===== src/rtl/ldseq_pkg.sv =====
// Shared types and constants for the load sequencer.
// Assumes byte-wide data and a two-byte address for pair and direct modes.
package ldseq_pkg;

    localparam int BW = 8;

    // Opcode values the decoder recognises
    localparam logic [BW-1:0] OPC_ST_BC  = 8'h02;
    localparam logic [BW-1:0] OPC_ST_DE  = 8'h12;
    localparam logic [BW-1:0] OPC_ST_NN  = 8'h32;
    localparam logic [BW-1:0] OPC_ST_HLN = 8'h36;
    localparam logic [BW-1:0] OPC_LD_BC  = 8'h0A;
    localparam logic [BW-1:0] OPC_LD_DE  = 8'h1A;
    localparam logic [BW-1:0] OPC_LD_NN  = 8'h3A;

    // Register file slots (code 111 for A is folded onto slot 6)
    localparam logic [2:0] SLOT_B = 3'd0;
    localparam logic [2:0] SLOT_C = 3'd1;
    localparam logic [2:0] SLOT_D = 3'd2;
    localparam logic [2:0] SLOT_E = 3'd3;
    localparam logic [2:0] SLOT_H = 3'd4;
    localparam logic [2:0] SLOT_L = 3'd5;
    localparam logic [2:0] SLOT_A = 3'd6;

    typedef enum logic [3:0] {
        P_OP, P_DISP, P_CALC, P_XIMM, P_ALO, P_AHI, P_IMM, P_RD, P_WR
    } phase_e;

    typedef enum logic [3:0] {
        C_NOP, C_PFX, C_ST_BC, C_ST_DE, C_ST_NN, C_ST_HLN,
        C_LD_BC, C_LD_DE, C_LD_NN, C_LD_RHL, C_X_STN, C_X_LDR
    } cls_e;

    // Map a 3-bit register code onto a register file slot
    function automatic logic [2:0] slot_of(input logic [2:0] code);
        return (code == 3'd7) ? SLOT_A : code;
    endfunction

    // Number of clock states in the machine cycle of a phase
    function automatic logic [2:0] phase_len(input phase_e p);
        case (p)
            P_OP:           return 3'd4;
            P_CALC, P_XIMM: return 3'd5;
            default:        return 3'd3;
        endcase
    endfunction

endpackage


===== src/rtl/ldseq_decode.sv =====
// Opcode classifier. Purely combinational.
// Assumes: pfx is high when the byte follows an index prefix.
module ldseq_decode
    import ldseq_pkg::*;
(
    input  logic [BW-1:0] op,
    input  logic          pfx,
    output cls_e          cls
);

    logic is_pfx_byte;
    logic is_mem_ld;

    assign is_pfx_byte = (op[7:6] == 2'b11) && (op[4:0] == 5'b11101);
    assign is_mem_ld   = (op[7:6] == 2'b01) && (op[2:0] == 3'b110) && (op[5:3] != 3'b110);

    // Classify the opcode byte; any unknown pattern becomes a no-op
    always_comb begin
        cls = C_NOP;
        if (!pfx) begin
            if (is_pfx_byte)            cls = C_PFX;
            else if (op == OPC_ST_BC)   cls = C_ST_BC;
            else if (op == OPC_ST_DE)   cls = C_ST_DE;
            else if (op == OPC_ST_NN)   cls = C_ST_NN;
            else if (op == OPC_ST_HLN)  cls = C_ST_HLN;
            else if (op == OPC_LD_BC)   cls = C_LD_BC;
            else if (op == OPC_LD_DE)   cls = C_LD_DE;
            else if (op == OPC_LD_NN)   cls = C_LD_NN;
            else if (is_mem_ld)         cls = C_LD_RHL;
        end else begin
            if (op == OPC_ST_HLN)       cls = C_X_STN;
            else if (is_mem_ld)         cls = C_X_LDR;
        end
    end

endmodule


===== src/rtl/ldseq_regfile.sv =====
// Byte register file: one write port and all entries readable in parallel.
// Assumes a single write per clock; reset clears every entry.
module ldseq_regfile #(
    parameter int NREG = 7,
    parameter int DW   = 8,
    localparam int RW  = $clog2(NREG)
) (
    input  logic                     clk,
    input  logic                     rst_n,
    input  logic                     we,
    input  logic [RW-1:0]            waddr,
    input  logic [DW-1:0]            wdata,
    output logic [NREG-1:0][DW-1:0]  q
);

    // Store the write data into the addressed entry
    always_ff @(posedge clk) begin
        if (!rst_n) begin
            q <= '0;
        end else if (we) begin
            for (int i = 0; i < NREG; i++) begin
                if (waddr == RW'(i)) q[i] <= wdata;
            end
        end
    end

endmodule


===== src/rtl/ldseq_top.sv =====
// Machine-cycle sequencer for the byte-load instruction subset.
// Walks fetch, read, extended and write cycles with a state counter.
// Samples read data on the final state of each read or fetch cycle.
// Assumes: AW is 16 (two bytes form an address); memory answers combinationally;
// index bases are fixed by IX_INIT / IY_INIT since no load here writes them.
module ldseq_top
    import ldseq_pkg::*;
#(
    parameter int           AW      = 16,
    parameter logic [AW-1:0] PC_INIT = '0,
    parameter logic [AW-1:0] IX_INIT = '0,
    parameter logic [AW-1:0] IY_INIT = '0
) (
    input  logic          clk,
    input  logic          rst_n,
    output logic [AW-1:0] bus_addr,
    input  logic [BW-1:0] bus_rdata,
    output logic [BW-1:0] bus_wdata,
    output logic          bus_m1,
    output logic          bus_rd,
    output logic          bus_wr,
    output logic [2:0]    t_state
);

    localparam int NREG = 7;
    localparam int RW   = $clog2(NREG);
    localparam int HW   = AW / 2;

    phase_e          phase_q;
    cls_e            cls_q, cls_in;
    logic [2:0]      tcnt_q, dst_q;
    logic [AW-1:0]   pc_q, ea, idx_base;
    logic            pfx_q, iy_q, cyc_last;
    logic [HW-1:0]   lo_q, hi_q;
    logic [BW-1:0]   dsp_q, imm_q;
    logic            rf_we;
    logic [RW-1:0]   rf_waddr;
    logic [NREG-1:0][BW-1:0] rf_q;

    ldseq_decode u_dec (
        .op  (bus_rdata),
        .pfx (pfx_q),
        .cls (cls_in)
    );

    ldseq_regfile #(.NREG(NREG), .DW(BW)) u_rf (
        .clk   (clk),
        .rst_n (rst_n),
        .we    (rf_we),
        .waddr (rf_waddr),
        .wdata (bus_rdata),
        .q     (rf_q)
    );

    assign cyc_last = (tcnt_q == phase_len(phase_q));
    assign idx_base = iy_q ? IY_INIT : IX_INIT;

    // Register write happens at the end of the operand read cycle
    always_comb begin
        rf_we    = (phase_q == P_RD) && cyc_last;
        rf_waddr = ((cls_q == C_LD_RHL) || (cls_q == C_X_LDR)) ? slot_of(dst_q) : SLOT_A;
    end

    // Effective address of the memory operand for each instruction class
    always_comb begin
        case (cls_q)
            C_ST_BC, C_LD_BC:   ea = {rf_q[SLOT_B], rf_q[SLOT_C]};
            C_ST_DE, C_LD_DE:   ea = {rf_q[SLOT_D], rf_q[SLOT_E]};
            C_ST_NN, C_LD_NN:   ea = {hi_q, lo_q};
            C_ST_HLN, C_LD_RHL: ea = {rf_q[SLOT_H], rf_q[SLOT_L]};
            C_X_STN, C_X_LDR:   ea = idx_base + {{(AW-BW){dsp_q[BW-1]}}, dsp_q};
            default:            ea = pc_q;
        endcase
    end

    // Bus address, data and per-state strobes
    always_comb begin
        bus_addr  = ((phase_q == P_RD) || (phase_q == P_WR)) ? ea : pc_q;
        bus_wdata = ((cls_q == C_ST_HLN) || (cls_q == C_X_STN)) ? imm_q : rf_q[SLOT_A];
        bus_m1    = (phase_q == P_OP);
        bus_rd    = (phase_q != P_CALC) && (phase_q != P_WR);
        bus_wr    = (phase_q == P_WR) && cyc_last;
        t_state   = tcnt_q;
    end

    // State counter, phase sequencing and operand capture
    always_ff @(posedge clk) begin
        if (!rst_n) begin
            phase_q <= P_OP;
            tcnt_q  <= 3'd1;
            pc_q    <= PC_INIT;
            pfx_q   <= 1'b0;
            iy_q    <= 1'b0;
            cls_q   <= C_NOP;
            dst_q   <= '0;
            lo_q    <= '0;
            hi_q    <= '0;
            dsp_q   <= '0;
            imm_q   <= '0;
        end else if (!cyc_last) begin
            tcnt_q <= tcnt_q + 3'd1;
        end else begin
            tcnt_q <= 3'd1;
            case (phase_q)
                P_OP: begin
                    cls_q <= cls_in;
                    dst_q <= bus_rdata[5:3];
                    pc_q  <= pc_q + AW'(1);
                    case (cls_in)
                        C_PFX: begin
                            pfx_q   <= 1'b1;
                            iy_q    <= bus_rdata[5];
                            phase_q <= P_OP;
                        end
                        C_X_STN, C_X_LDR:           phase_q <= P_DISP;
                        C_ST_BC, C_ST_DE:           phase_q <= P_WR;
                        C_ST_NN, C_LD_NN:           phase_q <= P_ALO;
                        C_ST_HLN:                   phase_q <= P_IMM;
                        C_LD_BC, C_LD_DE, C_LD_RHL: phase_q <= P_RD;
                        default: begin
                            pfx_q   <= 1'b0;
                            phase_q <= P_OP;
                        end
                    endcase
                end
                P_DISP: begin
                    dsp_q   <= bus_rdata;
                    pc_q    <= pc_q + AW'(1);
                    phase_q <= (cls_q == C_X_STN) ? P_XIMM : P_CALC;
                end
                P_XIMM: begin
                    imm_q   <= bus_rdata;
                    pc_q    <= pc_q + AW'(1);
                    phase_q <= P_WR;
                end
                P_CALC: phase_q <= P_RD;
                P_ALO: begin
                    lo_q    <= bus_rdata;
                    pc_q    <= pc_q + AW'(1);
                    phase_q <= P_AHI;
                end
                P_AHI: begin
                    hi_q    <= bus_rdata;
                    pc_q    <= pc_q + AW'(1);
                    phase_q <= (cls_q == C_ST_NN) ? P_WR : P_RD;
                end
                P_IMM: begin
                    imm_q   <= bus_rdata;
                    pc_q    <= pc_q + AW'(1);
                    phase_q <= P_WR;
                end
                default: begin
                    pfx_q   <= 1'b0;
                    phase_q <= P_OP;
                end
            endcase
        end
    end

    // a fetch cycle ends after its fourth state
    a_r2_fetch_len: assert property (@(posedge clk) disable iff (!rst_n)
        (bus_m1 && t_state == 3'd4) |=> (t_state == 3'd1));

    // the write strobe stands alone in the third state
    a_r2_wr_alone: assert property (@(posedge clk) disable iff (!rst_n)
        bus_wr |-> (!bus_rd && !bus_m1 && t_state == 3'd3));

    // address and data stay put across the write cycle
    a_r2_wr_stable: assert property (@(posedge clk) disable iff (!rst_n)
        bus_wr |-> ($stable(bus_addr) && $stable(bus_wdata)));

    // every fetch is also a read
    a_r2_m1_rd: assert property (@(posedge clk) disable iff (!rst_n)
        bus_m1 |-> bus_rd);

    // registers change only at the close of an operand read
    a_r6_rf_we: assert property (@(posedge clk) disable iff (!rst_n)
        rf_we |-> (bus_rd && !bus_m1 && t_state == 3'd3));

    // the five-state cycle without a read strobe drives nothing
    a_r8_calc_quiet: assert property (@(posedge clk) disable iff (!rst_n)
        (t_state == 3'd5 && !bus_rd) |-> (!bus_wr && !bus_m1));

    // the program counter moves by exactly one, with wrap
    a_r11_pc_step: assert property (@(posedge clk) disable iff (!rst_n)
        (pc_q != $past(pc_q)) |-> (pc_q == $past(pc_q) + AW'(1)));

endmodule


===== config.mk =====
export PLATFORM = sky130hd
export DESIGN_NAME = ldseq_top
export DESIGN_NICKNAME = d
export VERILOG_FILES = /design/src/rtl/ldseq_pkg.sv /design/src/rtl/ldseq_decode.sv /design/src/rtl/ldseq_regfile.sv /design/src/rtl/ldseq_top.sv
export SDC_FILE = /design/constraint.sdc
export NUM_CORES = 1
export LEC_CHECK = 0
export BUFFER_PORTS_ARGS = -buffer_cell sky130_fd_sc_hd__buf_2
export CORE_UTILIZATION = 35
export DETAILED_ROUTE_END_ITERATION = 7
export SLEW_MARGIN = 0
export SYNTH_ARGS = -nofsm -noshare
export SYNTH_HDL_FRONTEND = slang
export SYNTH_SLANG_ARGS = --single-unit
export TNS_END_PERCENT = 50

===== constraint.sdc =====
create_clock -name clk -period 3.3 [get_ports clk]
set_clock_uncertainty 0.05 [all_clocks]
set_input_delay 0.825 -clock clk [delete_from_list [all_inputs] [get_ports clk]]
set_output_delay 0.825 -clock clk [all_outputs]
set_load 0.02 [all_outputs]

# After elaboration in Yosys (flattened, before gate mapping)
# Index checks and enable logic that the tools add are counted.
dict set report classes {
  bitwise 2
  reduce_logical 40
  n_eq_ne 52
  n_addsub 2
  n_mux 24
}
# op count
set ops {}
lappend ops {{$pmux W16 S5} 1}
lappend ops {{$mux W4} 13}
lappend ops {{$eq A4 B3 Y1 const B} 12}
lappend ops {{$eq A4 B4 Y1 const B} 9}
lappend ops {{$reduce_and A2 Y1} 13}
lappend ops {{$eq A4 B2 Y1 const B} 6}
lappend ops {{$eq A8 B6 Y1 const B} 3}
lappend ops {{$pmux W4 S6} 1}
lappend ops {{$reduce_or A2 Y1} 11}
lappend ops {{$pmux W4 S5} 1}
lappend ops {{$add A16 B1 Y16 const B} 1}
lappend ops {{$eq A8 B5 Y1 const B} 2}
lappend ops {{$mux W16} 1}
lappend ops {{$eq A3 B3 Y1 const B} 5}
lappend ops {{$reduce_or A6 Y1} 2}
lappend ops {{$reduce_or A10 Y1} 1}
lappend ops {{$eq A4 B1 Y1 const B} 2}
lappend ops {{$eq A8 B2 Y1 const B} 1}
lappend ops {{$eq A8 B4 Y1 const B} 1}
lappend ops {{$mux W8} 1}
lappend ops {{$eq A3 B2 Y1 const B} 2}
lappend ops {{$logic_and A1 B1 Y1} 6}
lappend ops {{$mux W3} 2}
lappend ops {{$pmux W3 S2} 1}
lappend ops {{other kinds (18)} 22}
dict set report totals {
  register_bits 119
  word_cells 137
  output_inout_bits 30
}

# Longest topological paths before layout
dict set report logic_depth {
  depth_word 17
  ltp_mapped 10
  ltp_nobuf 8
}

# Hierarchy
# From an unflattened synthesis, not the netlist that was laid out.
dict set report unflattened {
  cells_unflattened 674
  hier_area_um2 5955.7
}
# mod n_inst cells_per_inst area_per_inst_um2 seq_area_each_um2
set by_module_without_submodules {}
lappend by_module_without_submodules {ldseq_top 1 445 3697.3 1261.2}
lappend by_module_without_submodules {ldseq_regfile 1 197 2063.2 1121.1}
lappend by_module_without_submodules {ldseq_decode 1 32 195.2 0.0}

# Worst setup path before layout
# Ideal clock, no wire load.
dict set report synth_timing {
  path_type {register to output}
  startpoint {register cls_q[2]}
  endpoint {output bus_addr[6]}
  path_stages_with_launch 7
  n_path_buf 2
  arrival_ps 1983
  required_ps 2425
  slack_ps 442
  path_cell_list {dfxtp_1 > nand2b_1 > clkbuf_1 > a211oi_1 > clkbuf_1 > a22oi_1 > a31oi_1}
}
dict set report synth_between {
  elab_chain_len 4
  elab_cells_between_ends 17
}
# element line
set synth_lines {}
lappend synth_lines {{start: declaration} ldseq_top.sv:30} ;# cls_e cls_q, cls_in;
lappend synth_lines {{start signal: assignment} ldseq_top.sv:106} ;# cls_q <= cls_in;
lappend synth_lines {{$eq A4 B4 Y1, or another cell as far along} ldseq_top.sv:66} ;# case (cls_q)
lappend synth_lines {{$reduce_or A2 Y1} ldseq_top.sv:66}
lappend synth_lines {{$pmux W16 S5 (*)} ldseq_top.sv:66}
lappend synth_lines {{$mux W16 (*)} ldseq_top.sv:78} ;# bus_addr = ((phase_q == P_RD) || (phase_q == P_WR)) ? ea : pc_q;
lappend synth_lines {{end: declaration} ldseq_top.sv:16} ;# output logic [AW-1:0] bus_addr,
# Every way passes the cells marked *; elsewhere a longest branch is shown, timed or not.

# Worst setup path in the final report
dict set report layout_timing {
  startpoint {register cls_q[2]}
  endpoint {output bus_addr[9]}
}
# The elaborated chain is that of the path after synthesis.

==> metrics.md <==
| Metric | Value |
|---|---|
| Synthesized area | `0.00560 mm^2` |
| Area Overhead vs Synth | `17.7%` |
| Sum of negative setup slack | `0 ns` |
| R2R Setup Slk | `0.49 ns` |
| Max_slew headroom | `42.0%` |
| Worst-margin pin slew | `0.862 ns` |
| RePlAce Congestion | `0.841` |
| CTS Buf Count | `17` |
| CP arrival | `2.32 ns` |
| Placed wire-length estimate | `10.8 mm` |
| Worst VDD drop | `0.432 mV` |
| Crit path buf inv count | `2` |
| Synth cell count leaders | `dfxtp_1, nor2_1, nand3_1` |
| Post-Syn Nets | `668` |
| Hold Crit Depth | `2` |
| Unique cell type count in the Yosys netlist | `58` |
| I/O Buffers | `39` |
| WP data required | `2.42 ns` |
| Aggregate global-route resource usage | `19.9%` |
| Syn Area/Cell | `8.54 um^2` |
| Async SR Flop Fraction | `0%` |
| EDFF count, synth | `0` |
| Pwr/cell area | `517 mW/mm^2` |
| Chip width | `129 um` |
| Critical path, cell by cell | `nand2b_1 > a211oi_2 > buf_4 > a222oi_1 > a31oi_1 > buf_2` |
| Max Root-Sink Buffers | `2` |
| Layout cells sized above 1 | `17.0%` |
| Sequential element share of the synthesized area | `42.5%` |
| Status | `finished clean` |
| Mapped Cells | `656` |
| HP Start | `u_rf.q[18]` |
| Layout Cells excl Fill | `910` |
| Post-synth top area share | `42.5%` |
| DR WL/cell | `17.3 um` |
| Pre-CTS setup slack | `0.290 ns` |
| Pin count of the biggest net entering global routing | `48` |
| Worst Hold Path EP | `u_rf.q[18]` |
| Global-route wire length before repair | `25.4 mm` |
| Initial antenna violation count | `0` |
| Largest stage delay, worst path | `0.53 ns` |
| Top Family by Delay on Critical Path | `compound AO/OA/AOI/OAI gates` |
| Pre-antenna DRT Iters | `7` |
| Startpoint Class | `register` |
| Number of placed instances, taps included | `878` |
| Residual antenna-violating net count after detailed routing | `0` |
| CP Max Fanout | `16` |
| Yosys warns | `0` |
| Die Y | `129 um` |
| Max cap viols | `0` |
| Setup violators final | `0` |
| RR Startpoint | `phase_q[2]` |
| H-tree depth | `4` |
| Tcrit/Tclk final | `96.7%` |
| Number of global-route vias before repair | `4752` |
| Slowest stage cell, crit path | `a222oi_1` |
| Worst flop-to-flop path endpoint | `imm_q[5]` |
| Most frequent cell after synthesis | `dfxtp_1` |
| Nets | `698` |
| Row count | `45` |
| DR DRC count | `0` |
| I/O pin count | `40` |
| HP Class | `reg -> reg` |
| CTS tree | `done` |
| Kind of critical path | `reg -> out` |
| Most used DFF post-synth | `dfxtp_1` |
| Final-report hold violation count | `0` |
| Root buf cell | `clkbuf_16` |
| Area contributors post-synth | `dfxtp_1, mux2i_1, nand3_1, nor2_1, o21ai_0` |
| Via count | `5088` |
| DR iter-0 viols | `518` |
| RSZ-0062 raised after global routing | `false` |
| Post-synth top area cell | `dfxtp_1` |
| Gr ovfl total | `0` |
| Initial core utilization | `36.3%` |
| Reg clk slew, reported paths | `0.06 ns` |
| Max Fclk | `313 MHz` |
| Crit path time final | `3.19 ns` |
| Die footprint | `0.0165 mm^2` |
| Cell leakage power | `2.48 nW` |
| Final WS setup | `0.107 ns` |
| Setup crit end kind | `output port` |
| Yosys reg bits | `119` |
| Routed wire length | `15.8 mm` |
| FF-to-FF path depth | `10` |
| Clock sinks | `119` |
| Clock latency on the worst-skew pair | `0.41 ns` |
| Ant diodes | `0` |
| Core Box Area | `0.0154 mm^2` |
| Final Max Tran Viols | `0` |
| Via density per instance | `5.59` |
## per-stage QoR
stage	hold slack (ns)	area, um^2	utilization, %	total power (W)
after global routing	0.424	6600	42.7	0.00352
final	0.409	6600	42.7	0.00341
after floorplan	0.383	5600	-	0.00160
after global placement	0.391	5990	38.8	0.00165
after CTS	0.408	6570	42.6	0.00342
after detailed placement	0.400	5990	38.8	0.00166
## layer usage
layer / up-vias / global-route usage (%) / wire (um)
li1: 2445 / - / -
met1: 2441 / 26.5 / 7160
met2: 174 / 31.5 / 7240
met3: 28 / 3.66 / 921
met4: 0 / 9.00 / 431
met5: - / 0 / 0
## worst max path at each step
stage                from            to  cells after the start  slack [ns]
6_report         cls_q[2]   bus_addr[9]                      6        0.11
5_1_grt          cls_q[1]   bus_addr[4]                      7        0.03
4_1_cts        phase_q[0]   bus_addr[4]                      8        0.06
3_5_place_dp   phase_q[0]   bus_addr[7]                      7        0.29
3_3_place_gp   phase_q[0]  bus_addr[11]                      7        0.39
2_1_floorplan    cls_q[2]   bus_addr[6]                      6        0.44
## repair_timing
item	in CTS	in global routing
buffers inserted	0	0
gates resized for setup	1	6
hold buffers	0	0
endpoints found under the setup margin	9	16
endpoints found under the hold margin	0	0
## registers in the layout, indices dropped and copies added, names as in the netlist
name / cells
phase_q: 4
dst_q: 3
dsp_q: 8
hi_q: 8
cls_q: 4
imm_q: 8
pc_q: 16
pfx_q: 1
lo_q: 8
u_rf.q: 56
t_state: 3
## worst reg2reg max path: stages (launching register included)
cell      delay, ns
dfxtp_1        0.43
buf_4          0.24
nor2_1         0.08
nand2_1        0.18
inv_2          0.08
xnor2_1        0.18
a211oi_4       0.35
buf_4          0.25
and3_1         0.52
mux2i_1        0.27
nor2_1         0.06
## final cells by class
cell class | instances | area, um^2
Sequential cell | 119 | 2380
Inverter | 7 | 26.3
Timing Repair Buffer | 59 | 349
Multi-Input combinational cell | 482 | 2990
Tap cell | 211 | 264
Clock inverter | 11 | 98.8
Fill cell | 1527 | 8830
Clock buffer | 21 | 480
## cell usage in the layout (no fill, tap or decap), drive strengths merged, types with 4 or more instances in the layout
cell / netlist / final
a31oi: 18 / 18
nand4: 16 / 16
nand2b: 8 / 8
and3: 8 / 8
xnor2: 14 / 14
a211oi: 4 / 4
nor2b: 9 / 9
nor3: 6 / 6
o21ai: 60 / 60
clkbuf: 28 / 21
nand3: 68 / 68
and2: 13 / 13
inv: 7 / 7
nand2: 45 / 45
clkinv: 0 / 7
buf: 20 / 59
or3: 5 / 5
a22oi: 10 / 10
mux2: 8 / 8
a21boi: 4 / 4
a222oi: 9 / 9
dfxtp: 119 / 119
a21oi: 26 / 26
a22o: 8 / 8
mux2i: 39 / 39
nor2: 71 / 71
## power breakdown
group	internal [W]	switching, W	total, W
sequential	0.00145	0.0000146	0.00146
clock	0.00111	0.000669	0.00178
combinational	0.0000500	0.000116	0.000166
## cell families (layout without fill, tap and decap cells)
kind of cell | Yosys count | in the layout | share of synthesized area [%]
mux | 47 | 47 | 8.58
compound gates | 153 | 153 | 17.3
simple gates | 264 | 264 | 24.1
fa+ha+maj | 2 | 2 | 0.447
buf+inv | 55 | 98 | 4.60
flops | 119 | 119 | 42.5
xor+xnor | 16 | 16 | 2.50
No activity file was read; power rests on OpenSTA's default activity.
